## src/rtl/dma_mask_pkg.sv

```systemverilog
// Package dma_mask_pkg
// Holds the types shared by the mask logic: the write operation that a port
// decoder hands to a mask bank. Assumes one operation at most per cycle.
package dma_mask_pkg;
    typedef enum logic [1:0] {
        OP_NONE  = 2'd0,
        OP_MCLR  = 2'd1,
        OP_CLRM  = 2'd2,
        OP_WRALL = 2'd3
    } mask_op_e;
endpackage

```

## src/rtl/dma_port_decode.sv

```systemverilog
// Module dma_port_decode
// Decodes the three I/O ports of one controller into a write operation and
// a read select for the mask readback. Assumes single-cycle strobes.
module dma_port_decode
    import dma_mask_pkg::*;
#(
    parameter int AW         = 16,
    parameter logic [AW-1:0] MCLR_ADDR  = 'h0D,
    parameter logic [AW-1:0] CLRM_ADDR  = 'h0E,
    parameter logic [AW-1:0] WRALL_ADDR = 'h0F
) (
    input  logic [AW-1:0] io_addr,
    input  logic          io_wr,
    input  logic          io_rd,
    output mask_op_e      wr_op,
    output logic          rd_mask
);
    // Write operation selected by address
    always_comb begin
        wr_op = OP_NONE;
        if (io_wr) begin
            if (io_addr == MCLR_ADDR)       wr_op = OP_MCLR;
            else if (io_addr == CLRM_ADDR)  wr_op = OP_CLRM;
            else if (io_addr == WRALL_ADDR) wr_op = OP_WRALL;
        end
    end

    // Only the write-all port has a read path
    assign rd_mask = io_rd && (io_addr == WRALL_ADDR);
endmodule

```

## src/rtl/dma_mask_bank.sv

```systemverilog
// Module dma_mask_bank
// Mask register of one controller. A register write wins over the
// terminal-count auto-set in the same cycle. A master clear also raises a
// registered one-cycle clear pulse. Assumes DW > CH.
module dma_mask_bank
    import dma_mask_pkg::*;
#(
    parameter int CH = 4,
    parameter int DW = 8
) (
    input  logic          clk,
    input  logic          rst_n,
    input  mask_op_e      wr_op,
    input  logic [DW-1:0] wdata,
    input  logic [CH-1:0] tc,
    input  logic [CH-1:0] autoinit,
    output logic [CH-1:0] mask,
    output logic          clr_pulse
);
    localparam logic [CH-1:0] ALL_SET = {CH{1'b1}};

    logic [CH-1:0] tc_set;
    logic [CH-1:0] mask_nxt;

    // Channels that request an auto-set this cycle
    assign tc_set = tc & ~autoinit;

    // Next mask value with write priority
    always_comb begin
        unique case (wr_op)
            OP_MCLR:  mask_nxt = ALL_SET;
            OP_CLRM:  mask_nxt = '0;
            OP_WRALL: mask_nxt = wdata[CH-1:0];
            default:  mask_nxt = mask | tc_set;
        endcase
    end

    // Mask register and clear pulse
    always_ff @(posedge clk) begin
        if (!rst_n) begin
            mask      <= ALL_SET;
            clr_pulse <= 1'b0;
        end else begin
            mask      <= mask_nxt;
            clr_pulse <= (wr_op == OP_MCLR);
        end
    end
endmodule

```

## src/rtl/dma_req_gate.sv

```systemverilog
// Module dma_req_gate
// Gates the raw requests with the masks. The low controller reaches the
// system through channel CASC of the high controller, so a mask on that
// channel blocks every low channel.
module dma_req_gate #(
    parameter int CH   = 4,
    parameter int CASC = 0
) (
    input  logic [2*CH-1:0] dreq,
    input  logic [CH-1:0]   mask_lo,
    input  logic [CH-1:0]   mask_hi,
    output logic [2*CH-1:0] dreq_eff
);
    logic casc_open;

    // Cascade path open only while its channel is unmasked
    assign casc_open = ~mask_hi[CASC];

    // Per-channel gating
    for (genvar n = 0; n < CH; n++) begin : g_ch
        assign dreq_eff[n]    = dreq[n] & ~mask_lo[n] & casc_open;
        assign dreq_eff[n+CH] = dreq[n+CH] & ~mask_hi[n];
    end
endmodule

```

## src/rtl/dma_mask_pair.sv

```systemverilog
// Module dma_mask_pair
// Top level. It holds one decoder and one mask bank per controller, a shared
// read mux and the request gate. Index 0 is the low controller (channels
// 3..0) and index 1 the high controller (channels 7..4).
module dma_mask_pair
    import dma_mask_pkg::*;
#(
    parameter int AW = 16,
    parameter int DW = 8,
    parameter int CH = 4,
    parameter logic [AW-1:0] LO_MCLR  = 'h0D,
    parameter logic [AW-1:0] LO_CLRM  = 'h0E,
    parameter logic [AW-1:0] LO_WRALL = 'h0F,
    parameter logic [AW-1:0] HI_MCLR  = 'hDA,
    parameter logic [AW-1:0] HI_CLRM  = 'hDC,
    parameter logic [AW-1:0] HI_WRALL = 'hDE
) (
    input  logic            clk,
    input  logic            rst_n,
    input  logic [AW-1:0]   io_addr,
    input  logic            io_wr,
    input  logic            io_rd,
    input  logic [DW-1:0]   io_wdata,
    output logic [DW-1:0]   io_rdata,
    input  logic [2*CH-1:0] dreq,
    input  logic [2*CH-1:0] tc_pulse,
    input  logic [2*CH-1:0] autoinit,
    output logic [2*CH-1:0] dreq_eff,
    output logic [1:0]      ctl_clear
);
    localparam int NCTL = 2;
    localparam int NCH  = NCTL * CH;

    mask_op_e        wr_op   [NCTL];
    logic [NCTL-1:0] rd_mask;
    logic [CH-1:0]   mask_k  [NCTL];
    logic [NCH-1:0]  mask_all;

    for (genvar k = 0; k < NCTL; k++) begin : g_ctl
        localparam logic [AW-1:0] A_MCLR  = (k == 0) ? LO_MCLR  : HI_MCLR;
        localparam logic [AW-1:0] A_CLRM  = (k == 0) ? LO_CLRM  : HI_CLRM;
        localparam logic [AW-1:0] A_WRALL = (k == 0) ? LO_WRALL : HI_WRALL;

        dma_port_decode #(
            .AW(AW), .MCLR_ADDR(A_MCLR), .CLRM_ADDR(A_CLRM), .WRALL_ADDR(A_WRALL)
        ) u_dec (
            .io_addr (io_addr),
            .io_wr   (io_wr),
            .io_rd   (io_rd),
            .wr_op   (wr_op[k]),
            .rd_mask (rd_mask[k])
        );

        dma_mask_bank #(.CH(CH), .DW(DW)) u_bank (
            .clk       (clk),
            .rst_n     (rst_n),
            .wr_op     (wr_op[k]),
            .wdata     (io_wdata),
            .tc        (tc_pulse[k*CH +: CH]),
            .autoinit  (autoinit[k*CH +: CH]),
            .mask      (mask_k[k]),
            .clr_pulse (ctl_clear[k])
        );

        assign mask_all[k*CH +: CH] = mask_k[k];
    end

    // Read mux: mask readback, zero elsewhere
    always_comb begin
        io_rdata = '0;
        for (int k = 0; k < NCTL; k++) begin
            if (rd_mask[k]) io_rdata[CH-1:0] = mask_k[k];
        end
    end

    dma_req_gate #(.CH(CH), .CASC(0)) u_gate (
        .dreq     (dreq),
        .mask_lo  (mask_k[0]),
        .mask_hi  (mask_k[1]),
        .dreq_eff (dreq_eff)
    );
endmodule

```

## config.mk

```make
export PLATFORM = sky130hd
export DESIGN_NAME = dma_mask_pair
export DESIGN_NICKNAME = d
export VERILOG_FILES = /design/src/rtl/dma_mask_pkg.sv /design/src/rtl/dma_port_decode.sv /design/src/rtl/dma_mask_bank.sv /design/src/rtl/dma_req_gate.sv /design/src/rtl/dma_mask_pair.sv
export SDC_FILE = /design/constraint.sdc
export NUM_CORES = 1
export LEC_CHECK = 0
export CAP_MARGIN = 20
export CORE_AREA = 2 2 51 53
export DETAILED_ROUTE_END_ITERATION = 8
export DIE_AREA = 0 0 53 55
export PLACE_DENSITY = 0.86
export SLEW_MARGIN = 15
export SYNTH_ARGS = -nofsm -noshare
export SYNTH_HDL_FRONTEND = slang
export SYNTH_SLANG_ARGS = --single-unit
```

## constraint.sdc

```tcl
create_clock -name clk -period 4.35 [get_ports clk]
set_input_delay 1.305 -clock clk [delete_from_list [all_inputs] [get_ports clk]]
set_output_delay 1.305 -clock clk [all_outputs]
set_load 0.05 [all_outputs]
```

After elaboration in Yosys (flattened, before gate mapping)
Index checks and enable logic that the tools add are counted.

Equality and inequality tests: 12. Mux-type cells: 12. Bitwise operators: 26. Reductions and logical operators: 2.

Operators by type and width (count): 16-bit by 4-bit equality test with 1-bit output, second input constant (3); 16-bit by 8-bit equality test with 1-bit output, second input constant (3); 4-bit case mux with 3 select lines (2); 2-bit two-way mux (8); 1-bit bitwise AND (12); 4-bit bitwise AND (2); 2-bit equality test, second input constant (4); 4-bit two-way mux (2); 1-bit inverter (8); 4-bit inverter (2); 4-bit bitwise OR (2); 2-bit by 1-bit equality test with 1-bit output, second input constant (2); 1-bit logical AND (2).

Register bits after elaboration: 10. Bits of input ports: 52. Output and inout port bits: 18. Logic and storage cells: 56.

Logic depth before layout (Yosys ltp)
Depth in word-level cells: 7. Mapped depth: 5. Mapped depth without buffers: 4.

By module
From an unflattened synthesis, not the netlist that was laid out.

Cells, all modules: 90. Area total of the unflattened synthesis: 745.7 um2.

By module, submodules not included: dma_mask_bank (times used 2, cells an instance 24, area an instance 214.0 um2, sequential area each 100.1 um2); dma_port_decode (g_ctl[1].u_dec) (times used 1, cells an instance 11, area an instance 95.1 um2, sequential area each 0.0 um2); dma_mask_pair (times used 1, cells an instance 14, area an instance 85.1 um2, sequential area each 0.0 um2); dma_port_decode (g_ctl[0].u_dec) (times used 1, cells an instance 9, area an instance 77.6 um2, sequential area each 0.0 um2); dma_req_gate (times used 1, cells an instance 8, area an instance 60.1 um2, sequential area each 0.0 um2).

Least setup slack after synthesis
Ideal clock, no wire load.

Path kind: input -> output. From: input port io_addr[13]. To: output port io_rdata[0]. Data arrival time: 2.690 ns. Required time: 3.045 ns. Slack: 0.355 ns. Cell stages on the path: 4. Path buffers: 0. Cells stage by stage: nor4_2 -> and3b_2 -> nand4_1 -> nor2_1.

Cells in the longest elaborated chain, start to end: 4. Elaborated cells between the ends (all ways): 6. Classes of those cells: eq/ne: 2; mux: 2; reduce/logical: 2.

Ends and longest elaborated chain: start: declaration (line dma_mask_pair.sv:20) `input logic [AW-1:0] io_addr,`; 16-bit by 4-bit equality test with 1-bit output (line dma_port_decode.sv:29) `assign rd_mask = io_rd && (io_addr == WRALL_ADDR);`; 1-bit logical AND (line dma_port_decode.sv:29); 4-bit two-way mux (line dma_mask_pair.sv:72) `if (rd_mask[k]) io_rdata[CH-1:0] = mask_k[k];`; 4-bit two-way mux * (line dma_mask_pair.sv:72); end: declaration (line dma_mask_pair.sv:24) `output logic [DW-1:0] io_rdata,`.

Every way passes the cells marked *; elsewhere a longest branch is shown, timed or not.

Worst setup path after layout
From: input port io_addr[13]. To: output port io_rdata[1].

Same word-level chain as after synthesis.

==> qor.yml <==
arrival_ns: 2.90
p_int_uw: 186
crit_required_ns: 3.04
track_usage_pct: 17.4
finalWorstSetupSlack_ns: 0.147
yosysTopAreaCellShare_pct: 27.6
status: "finished, final reports clean"
drtAntennaViolNets: 0
fin_area_sq_um: 1390
drt_first_pass_iters: 4
critPathLaunchType: "input pin"
critical_path.top_delay_family: "simple AND/OR/NAND/NOR gates"
yosysSeqAreaShare_pct: 27.6
crit_slowest_cell: "clkdlybuf4s50_1"
syn2layout_area_growth_pct: 91.9
async_reset_ff_share_pct: 0
fmaxAchievable_mhz: 238
clk_latency_ns: 0.26
antenna_found_initial: 0
ios: 70
drive_gt1_share_pct: 17.4
hpwl_mm: 1.96
finalNonFillerCells: 174
routed_wl_mm: 2.39
period_share_pct: 96.6
skew_ns: 0
syn_inst: 84
cts_buffers: 3
swShare_pct: 23.6
dpl.cell_count: 170
row_count: 18
p_comb_share_pct: 27.8
yosys.area.top_type: "dfxtp_1"
overflow: 0
synth_edf_count: 0
end_kind: "primary output"
die_h_um: 55
synth.top_cells.by_count: "12 x nor2b_1, 10 x dfxtp_1, 6 x and2_1, 6 x buf_4, 5 x nor2_1"
share_seq_of_total_power_pct: 37.5
drc: 0
initial_core_util_pct: 30.7
drv_slew: 0
io_buffers: 61
numClockSinks: 10
worstSetupPathType: "in2out"
ys_seq_elements: 10
powerDensity_nw_per_um2: 175
rsz0062_at_grt: "no"
worstPathMaxFanout: 4
ys_warn_count: 0
holdWs_ns: 0.569
cts_tree: "done"
hold_path.class: "reg2reg"
cts_resized: 0
gp_congestion: 0.814
yosysUniqueCellTypes: 29
synth_ff_type: "dfxtp_1"
max_stage_delay_ns: 0.41
placed_area_sq_um: 1360
cts_buffer_depth: 2
cap_violations: 0
grt_max_degree: 13
max-vdd-ir-drop_uv: 139
core_sq_um: 2360
power_frac_clock_pct: 34.7
synth_area_per_cell_sq_um: 8.64
clk_pin_slew_ns: 0.07
avgViaCountPerCell: 5.09
period_needed_ns: 4.20
first_iter_violations: 13
path_buf_inv: 2
wl_per_cell_um: 13.7
post-place-ws_ns: 0.147
htree_levels: 1
finalNetCount: 197
cts_hold_buffers: 0
yosys.cell_count.top_type: "nor2b_1"
root_buffer: "clkbuf_4"
first_global_vias: 830
antenna_cells: 0
grt_pass1_wl_mm: 3.59
dieArea_sq_um: 2920
setup-violations-final: 0
fin_tns_setup_ns: 0
total_leakage_power_uw: 0.000514
p_switching_uw: 57.7
hold_viol: 0
num_vias: 885
synth_area_sq_um: 726
cp_cell_sequence: "clkdlybuf4s50_1 -> nor4_2 -> and3b_2 -> nand4_1 -> nor2_1 -> buf_12"
post_cts_buffers: 0
dieWidth_um: 53
synthTopCellsByArea: "dfxtp_1 28%, nor2b_1 10%, buf_4 6.2%, o32a_1 5.5%, and2_1 5.2%"
## power groups by stage
| stage | Combinational (uW) | Sequential [uW] | Clock, uW |
|---|---|---|---|
| floorplan | 22.7 | 93.6 | 0 |
| global placement | 65.6 | 93.6 | 0 |
| detailed placement | 67.4 | 93.6 | 0 |
| CTS | 67.9 | 91.4 | 87.7 |
| global route | 71.8 | 91.4 | 93.4 |
| finish | 67.9 | 91.5 | 84.7 |
## sequential cells by signal, summed over array words and instances, names as in the netlist
signal,count
g_ctl.u_bank.mask,8
g_ctl.u_bank.clr_pulse,2
## cell families (layout without fill, tap and decap cells)
kind of cell           after synthesis  in the layout  synth area share, %
AO/OA/AOI/OAI                       18             18                 21.0
other                                1              4                0.517
buffers and inverters               13             70                 10.2
flip-flops                          10             10                 27.6
AND/OR/NAND/NOR                     42             42                 40.7
## area by class of cell
type | count | area, sq um
fillers | 219 | 972
inverters | 4 | 15.0
flip-flops and latches | 10 | 200
clock buffers | 4 | 36.3
multi-input cells | 64 | 463
repair buffers | 62 | 641
well taps | 30 | 37.5
## placed cells by master, fill, tap and decap left out, drive strengths merged, types with 5 or more instances in the layout
master and instances:
clkdlybuf4s50 50, nor2 5, and2 6, dfxtp 10, buf 12, nor2b 12
## per-stage QoR
stage	util, %	total power, uW
final	58.9	244
after global routing	58.9	257
after CTS	58.9	247
after detailed placement	57.4	161
after global placement	57.4	159
after floorplan	-	116
## worst register-to-register path, stage by stage (launching register included)
cell	delay (ns)
dfxtp_1	0.33
a21oi_1	0.22
o221ai_1	0.18
## routing by layer
layer  wire, um  GRT usage (%)  vias up
met4         95           10.7        0
met5          0              0        -
met3        228           5.65       13
li1           -              -      424
met1        901           17.9      391
met2       1170           30.8       57
## path summary, 6_finish.rpt
path	to	cells after the start	slack [ns]	start
worst max-delay path	io_rdata[1]	6	0.15	io_addr[13]
worst min-delay path	g_ctl[1].u_bank.mask[1]$_SDFF_PN1_	1	0.57	g_ctl[1].u_bank.mask[1]$_SDFF_PN1_
worst max register to register	g_ctl[0].u_bank.mask[1]$_SDFF_PN1_	2	3.47	g_ctl[0].u_bank.mask[1]$_SDFF_PN1_
worst min register to register	g_ctl[1].u_bank.mask[1]$_SDFF_PN1_	1	0.57	g_ctl[1].u_bank.mask[1]$_SDFF_PN1_
(Power assumes the default switching activity.)
